<file path="config.mk">
export PLATFORM = sky130hd
export DESIGN_NAME = vmsg_capture
export DESIGN_NICKNAME = d
export VERILOG_FILES = /design/src/rtl/vmsg_pkg.sv /design/src/rtl/vmsg_classify.sv /design/src/rtl/vmsg_hdr_bank.sv /design/src/rtl/vmsg_status.sv /design/src/rtl/vmsg_capture.sv
export SDC_FILE = /design/constraint.sdc
export NUM_CORES = 1
export LEC_CHECK = 0
export CAP_MARGIN = 10
export CELL_PAD_IN_SITES_DETAIL_PLACEMENT = 0
export CELL_PAD_IN_SITES_GLOBAL_PLACEMENT = 1
export CORE_MARGIN = 1.5
export CORE_UTILIZATION = 34
export DETAILED_ROUTE_END_ITERATION = 12
export PLACE_DENSITY = 0.95
export SLEW_MARGIN = 10
export SYNTH_ARGS = -nofsm -noshare
export SYNTH_HDL_FRONTEND = slang
export SYNTH_SLANG_ARGS = --single-unit
</file>
<file path="constraint.sdc">
create_clock -name clk -period 3.4 [get_ports clk]
set_clock_uncertainty 0.1 [all_clocks]
set_input_delay 0.51 -clock clk [delete_from_list [all_inputs] [get_ports clk]]
set_output_delay 0.51 -clock clk [all_outputs]
set_load 0.005 [all_outputs]
</file>
<file path="src/rtl/vmsg_pkg.sv">
package vmsg_pkg;

    localparam int DW_W    = 32;
    localparam int RID_W   = 16;
    localparam int TAG_W   = 8;
    localparam int CODE_W  = 8;

    typedef enum logic [1:0] {
        VK_OTHER = 2'd0,
        VK_T0    = 2'd1,
        VK_T1    = 2'd2
    } vkind_e;

    typedef struct packed {
        logic [RID_W-1:0] req_id;
        logic [TAG_W-1:0] tag;
    } ur_info_t;

    // Fmt/Type byte is bits 31:24 of DW0; type group lives in Type[4:3]
    function automatic logic is_msg_group(input logic [DW_W-1:0] dw0);
        return dw0[28:27] == 2'b10;
    endfunction

    function automatic vkind_e decode_kind(input logic [DW_W-1:0] dw0,
                                           input logic [DW_W-1:0] dw1,
                                           input logic [CODE_W-1:0] code_t0,
                                           input logic [CODE_W-1:0] code_t1);
        vkind_e k;
        k = VK_OTHER;
        if (is_msg_group(dw0)) begin
            if (dw1[CODE_W-1:0] == code_t0)      k = VK_T0;
            else if (dw1[CODE_W-1:0] == code_t1) k = VK_T1;
        end
        return k;
    endfunction

endpackage

</file>
<file path="src/rtl/vmsg_classify.sv">
module vmsg_classify
    import vmsg_pkg::*;
#(
    parameter int                 NUM_DW  = 4,
    parameter logic [CODE_W-1:0]  CODE_T0 = 8'h7E,
    parameter logic [CODE_W-1:0]  CODE_T1 = 8'h7F,
    localparam int                HDR_W   = NUM_DW * DW_W
) (
    input  logic [HDR_W-1:0] hdr,
    output vkind_e           kind,
    output ur_info_t         info
);
    logic [DW_W-1:0] dw0;
    logic [DW_W-1:0] dw1;

    assign dw0 = hdr[0 +: DW_W];
    assign dw1 = hdr[DW_W +: DW_W];

    always_comb begin
        kind        = decode_kind(dw0, dw1, CODE_T0, CODE_T1);
        info.req_id = dw1[DW_W-1 -: RID_W];
        info.tag    = dw1[DW_W-RID_W-1 -: TAG_W];
    end
endmodule

</file>
<file path="src/rtl/vmsg_hdr_bank.sv">
module vmsg_hdr_bank
    import vmsg_pkg::*;
#(
    parameter int  NUM_DW = 4,
    localparam int HDR_W  = NUM_DW * DW_W
) (
    input  logic             clk,
    input  logic             rst,
    input  logic             load,
    input  logic [HDR_W-1:0] din,
    output logic [HDR_W-1:0] dout
);
    genvar g;
    generate
        for (g = 0; g < NUM_DW; g++) begin : g_dw
            logic [DW_W-1:0] word_q;
            always_ff @(posedge clk) begin
                if (rst)       word_q <= '0;
                else if (load) word_q <= din[g*DW_W +: DW_W];
            end
            assign dout[g*DW_W +: DW_W] = word_q;
        end
    endgenerate
endmodule

</file>
<file path="src/rtl/vmsg_status.sv">
module vmsg_status
    import vmsg_pkg::*;
(
    input  logic     clk,
    input  logic     rst,
    input  logic     beat_valid,
    input  vkind_e   kind,
    input  ur_info_t info_in,
    input  logic     mask,
    input  logic     clr,
    output logic     ready,
    output logic     capture,
    output logic     rcvd,
    output logic     ur_valid,
    output ur_info_t ur_info
);
    logic is_vendor;
    logic accept;
    logic reject_t0;

    always_comb begin
        is_vendor = (kind != VK_OTHER);
        ready     = !(is_vendor && rcvd && !mask);
        accept    = beat_valid && ready;
        capture   = accept && is_vendor && !mask;
        reject_t0 = accept && (kind == VK_T0) && mask;
    end

    always_ff @(posedge clk) begin
        if (rst) begin
            rcvd     <= 1'b0;
            ur_valid <= 1'b0;
            ur_info  <= '0;
        end else begin
            // a new capture takes precedence over a clear in the same cycle
            rcvd     <= capture | (rcvd & ~clr);
            ur_valid <= reject_t0;
            if (reject_t0) ur_info <= info_in;
        end
    end
endmodule

</file>
<file path="src/rtl/vmsg_capture.sv">
module vmsg_capture
    import vmsg_pkg::*;
#(
    parameter int                NUM_DW  = 4,
    parameter logic [CODE_W-1:0] CODE_T0 = 8'h7E,
    parameter logic [CODE_W-1:0] CODE_T1 = 8'h7F,
    localparam int               HDR_W   = NUM_DW * DW_W
) (
    input  logic             clk,
    input  logic             rst,
    input  logic             in_valid,
    output logic             in_ready,
    input  logic [HDR_W-1:0] in_hdr,
    input  logic             mask_i,
    input  logic             sts_clr_i,
    output logic             rcvd_o,
    output logic [HDR_W-1:0] hdr_regs_o,
    output logic             ur_valid_o,
    output logic [RID_W-1:0] ur_req_id_o,
    output logic [TAG_W-1:0] ur_tag_o
);
    vkind_e   kind;
    ur_info_t info_in;
    ur_info_t info_q;
    logic     capture;

    vmsg_classify #(
        .NUM_DW (NUM_DW),
        .CODE_T0(CODE_T0),
        .CODE_T1(CODE_T1)
    ) u_cls (
        .hdr (in_hdr),
        .kind(kind),
        .info(info_in)
    );

    vmsg_status u_sts (
        .clk       (clk),
        .rst       (rst),
        .beat_valid(in_valid),
        .kind      (kind),
        .info_in   (info_in),
        .mask      (mask_i),
        .clr       (sts_clr_i),
        .ready     (in_ready),
        .capture   (capture),
        .rcvd      (rcvd_o),
        .ur_valid  (ur_valid_o),
        .ur_info   (info_q)
    );

    vmsg_hdr_bank #(.NUM_DW(NUM_DW)) u_bank (
        .clk (clk),
        .rst (rst),
        .load(capture),
        .din (in_hdr),
        .dout(hdr_regs_o)
    );

    assign ur_req_id_o = info_q.req_id;
    assign ur_tag_o    = info_q.tag;
endmodule

</file>
Word-level counts from Yosys, hierarchy flattened:

Cells that the tools add are included.

* bits in read-only memories: 0
* memories: 0
* memory bits (writable): 0
* bits in registers: 154
* logic and storage cells: 28
* latch bits: 0
* output and inout port bits: 155
* input bits: 133

* divide/modulo/power cells: 0
* reduce and logical (&&, ||, !) cells: 10
* mux-type cells: 3
* add/sub/neg operators: 0
* shift-type cells: 0
* eq/ne operators: 4
* order comparisons: 0
* multipliers: 0
* bitwise logic cells: 3

Operators with widths (number)
* 8-bit by 7-bit equality test with 1-bit output, second input constant: 2
* 1-bit logical AND: 7
* 2-bit two-way mux: 3
* 2-bit by 1-bit equality test with 1-bit output, second input constant: 1
* 2-bit equality test, second input constant: 1
* 1-bit logical NOT: 2
* 2-bit nonzero test: 1
* 1-bit bitwise AND: 1
* 1-bit inverter: 1
* 1-bit bitwise OR: 1

Depth between registers and ports, before layout:

* word-level depth: 12
* gate-level depth with buffers: 5
* mapped depth without buffers: 3

Hierarchy:

From an unflattened synthesis, not the netlist that was laid out.

* cells, all modules: 556
* area total of the unflattened synthesis: 6059.6 µm²

By module, submodules not included
* vmsg_hdr_bank: cells each 412, area an instance 4652.0 µm², sequential area each 2562.5 µm², instances 1
* vmsg_status: cells each 114, area an instance 1189.9 µm², sequential area each 520.5 µm², instances 1
* vmsg_classify: cells each 30, area an instance 217.7 µm², sequential area each 0.0 µm², instances 1

Worst setup path after synthesis:

OpenSTA, ideal clock, no wires.

* path type: input port to flip-flop
* start: in in_hdr[39]
* end: reg u_sts.ur_info[0] (netlist name)
* path slack: 1.534 ns
* library setup time: 0.120 ns
* data arrival time: 1.647 ns
* data required time: 3.180 ns
* buffers on the path: 2
* cell stages on the path: 5
* cell sequence: nand4b_2 or4_1 buf_4 buf_6 mux2i_1

* cells in the longest elaborated chain, start to end: 11
* elaborated cells on any way between the ends: 13
* classes of those cells: eq/ne (3); mux (3); reduce/logical (7)

RTL lines
* start, declared: line vmsg_capture.sv:13 `input logic [HDR_W-1:0] in_hdr,`
* 8-bit by 7-bit equality test with 1-bit output: line vmsg_pkg.sv:32 `else if (dw1[CODE_W-1:0] == code_t1) k = VK_T1;`
* 2-bit two-way mux: line vmsg_pkg.sv:32
* 2-bit two-way mux (*): line vmsg_pkg.sv:31 `if (dw1[CODE_W-1:0] == code_t0) k = VK_T0;`
* 2-bit two-way mux (*): line vmsg_pkg.sv:30 `if (is_msg_group(dw0)) begin`
* 2-bit nonzero test: line vmsg_status.sv:22 `is_vendor = (kind != VK_OTHER);`
* 1-bit logical AND (2 in a row): line vmsg_status.sv:23 `ready = !(is_vendor && rcvd && !mask);`
* 1-bit logical NOT: line vmsg_status.sv:23
* 1-bit logical AND: line vmsg_status.sv:24 `accept = beat_valid && ready;`
* 1-bit logical AND (*) (2 in a row): line vmsg_status.sv:26 `reject_t0 = accept && (kind == VK_T0) && mask;`
* end signal, assigned: line vmsg_status.sv:38 `if (reject_t0) ur_info <= info_in;`
* end, declared: line vmsg_status.sv:15 `output ur_info_t ur_info`

Mark *: on every way between the ends. The rest lies on a longest branch, timed or not.
A chain may end at the register's enable or synchronous reset.

Worst setup path after layout:

* start: in in_hdr[35]
* end: out in_ready

* cells in the longest elaborated chain, start to end: 8
* elaborated cells on any way between the ends: 9
* classes of those cells: eq/ne (2); mux (3); reduce/logical (4)

RTL lines
* 8-bit by 7-bit equality test with 1-bit output: line vmsg_pkg.sv:32
* 2-bit two-way mux: line vmsg_pkg.sv:32
* 2-bit two-way mux (*): line vmsg_pkg.sv:31
* 2-bit two-way mux (*): line vmsg_pkg.sv:30
* 2-bit nonzero test (*): line vmsg_status.sv:22
* 1-bit logical AND (*) (2 in a row): line vmsg_status.sv:23
* 1-bit logical NOT (*): line vmsg_status.sv:23
* end, declared: line vmsg_capture.sv:12 `output logic in_ready,`

Marked as above.

==> results.cfg <==
[synthesis]
syn_area_um2 = 6620
synthCells = 634
yosys_warnings = 0
synth_seq_cells = 154
avgSynthCellArea_um2 = 10.4
ys_types = 16
seq_area_frac_synth = 0.466
synth.net_count = 767

[sta]
hold_viol = 0
tightest_slew_ns = 0.637
relSlewSlack = 0.575
setup_slack_ns = 0.821
rsz0062_at_grt = false
fin_crit_sh = 0.759
post-route-min-period_ns = 2.58
fmaxAchievable_mhz = 388
finalMaxSlewViolations = 0
setup_tns_ns = 0
setup_viol = 0

[floorplanning]
rows = 50
die_x_um = 143
die_h_um = 143
ios = 288
coreArea_um2 = 18900
start_util = 0.351
dieArea_um2 = 20300

[setup_path]
worst_setup_path_end_kind = output port
cp.arrival_ns = 1.97
critPathMaxFanout = 4
worstSetupPathType = in -> out
reg2reg_slack_ns = 1.40
crit_required_ns = 2.79
worst_r2r_endpoint = u_bank.g_dw[0].word_q[14]
r2r_cells = 4
startpoint_type = input port
r2r-start = u_sts.rcvd

[min_path]
min_path_type = reg -> reg
hold_depth = 2
hold_end = u_bank.g_dw[1].word_q[5]
min_from = u_bank.g_dw[1].word_q[5]

[status]
status = finished, final reports clean

[finish]
layout_common_cells = clkdlybuf4s50_1 (286), nand2b_1 (263), dfxtp_1 (154)
final_common_cell = clkdlybuf4s50_1
fin_nets = 1034
fin_cells = 1172
diodes = 0
drive_above_1_share = 0.0450
syn_to_final_growth_pct = 54.1

[place]
dp.cells = 1142
place_ws_ns = 0.781
dp_hpwl_mm = 11.5
port_buffers = 287
place_congestion = 0.726

[run]
maxCapViolCount = 0

[clocking]
worstSkewPairLatency_ns = 0.40
cts_resized = 0
cts-root-buf = clkbuf_16
post_cts_buffers = 0
cts_buffers = 17
htreeDepth = 4
cts_tree = done
cts_hold_buf = 0
cts.sinks = 154
clk_pin_slew_ns = 0.05
clk_path_buf_depth = 2

[route]
route.detailed.drc = 0
ant_nets = 0
wirelength_mm = 16.3
firstDrtPassIters = 4
routedWlPerCell_um = 13.9
route.vias.total = 5075
drt_iter0_drc = 144
via_per_inst = 4.33

[grt]
grt_pass1_vias = 5037
grt_pass1_wl_mm = 25.4
grtUsageTotal = 0.160
grt_overflow = 0
grt_max_degree = 76
antenna_found_initial = 0

[power_and_ir_drop]
ir_drop_v = 0.000362
p_leak_nw = 3.58
powerDensity_nw_per_um2 = 383
total_power_mw = 3.90
## through the flow
stage / util / hold WS (ns) / cell area [um^2]
after floorplan: - / 0.342 / 6620
after global placement: 0.511 / 0.332 / 9650
after detailed placement: 0.511 / 0.338 / 9650
after CTS: 0.540 / 0.348 / 10200
after global routing: 0.540 / 0.364 / 10200
final: 0.540 / 0.346 / 10200
## registers in the layout, indices dropped and copies added, names as in the netlist
signal / count
u_bank.g_dw.word_q: 128
u_sts.rcvd: 1
u_sts.ur_info: 24
u_sts.ur_valid: 1
## critical path, cell delays in order
cell and delay (ns):
clkdlybuf4s50_1 0.48, nand4_2 0.18, nor3_1 0.25, nand3b_1 0.10, clkdlybuf4s50_1 0.45
## cells by family after synthesis
family | after synthesis | synth area share
buffers and inverters | 54 | 0.0465
DFF | 154 | 0.466
AOI/OAI and AO/OA | 8 | 0.00605
muxes | 143 | 0.216
and+or+nand+nor | 275 | 0.266
## worst max path at each step
stage / start / end / slack, ns / depth (start not counted)
2_1_floorplan: in_hdr[39] / u_sts.ur_info[0] / 1.53 / 5
3_5_place_dp: in_valid / u_bank.g_dw[0].word_q[25] / 0.78 / 5
4_1_cts: in_hdr[35] / in_ready / 0.81 / 5
6_report: in_hdr[35] / in_ready / 0.82 / 5
5_1_grt: in_hdr[35] / in_ready / 0.71 / 5
3_3_place_gp: in_hdr[35] / in_ready / 0.83 / 5
## synth_stat cells (all sizes together)
| master | number | area share |
|---|---|---|
| dfxtp | 154 | 0.47 |
| mux2i | 143 | 0.22 |
| nand3b | 2 | 0.0023 |
| nor3 | 1 | 0.00075 |
| buf | 16 | 0.025 |
| nor3b | 3 | 0.0034 |
| nand4 | 1 | 0.0019 |
| nor4 | 1 | 0.0032 |
| inv | 7 | 0.0040 |
| nand4b | 1 | 0.0023 |
| a21oi | 8 | 0.0060 |
| or4 | 2 | 0.0023 |
| clkbuf | 31 | 0.018 |
| or3b | 1 | 0.0013 |
| nand2b | 263 | 0.25 |
## report_power, final
part / leakage (nW) / switching, mW / internal (mW) / total (mW)
clock network: 0.272 / 0.740 / 1.07 / 1.81
logic: 2.07 / 0.0855 / 0.203 / 0.289
registers: 1.24 / 0.000322 / 1.80 / 1.80
## routing by layer
metal  share of wire  GRT usage  vias up
met5               0          0        -
met1            0.42      0.180     2278
met4           0.018     0.0537        0
li1                -          -     2583
met2            0.45      0.264      194
met3            0.11     0.0787       20
## layout make-up
type | instances | area [um^2]
Fill cell | 1688 | 8690
Multi-Input combinational cell | 426 | 3230
Sequential cell | 154 | 3080
Timing Repair Buffer | 295 | 2980
Clock buffer | 18 | 429
Tap cell | 260 | 325
Clock inverter | 12 | 126
Inverter | 7 | 26.3
Note: power is estimated with default switching activity, not from simulation.
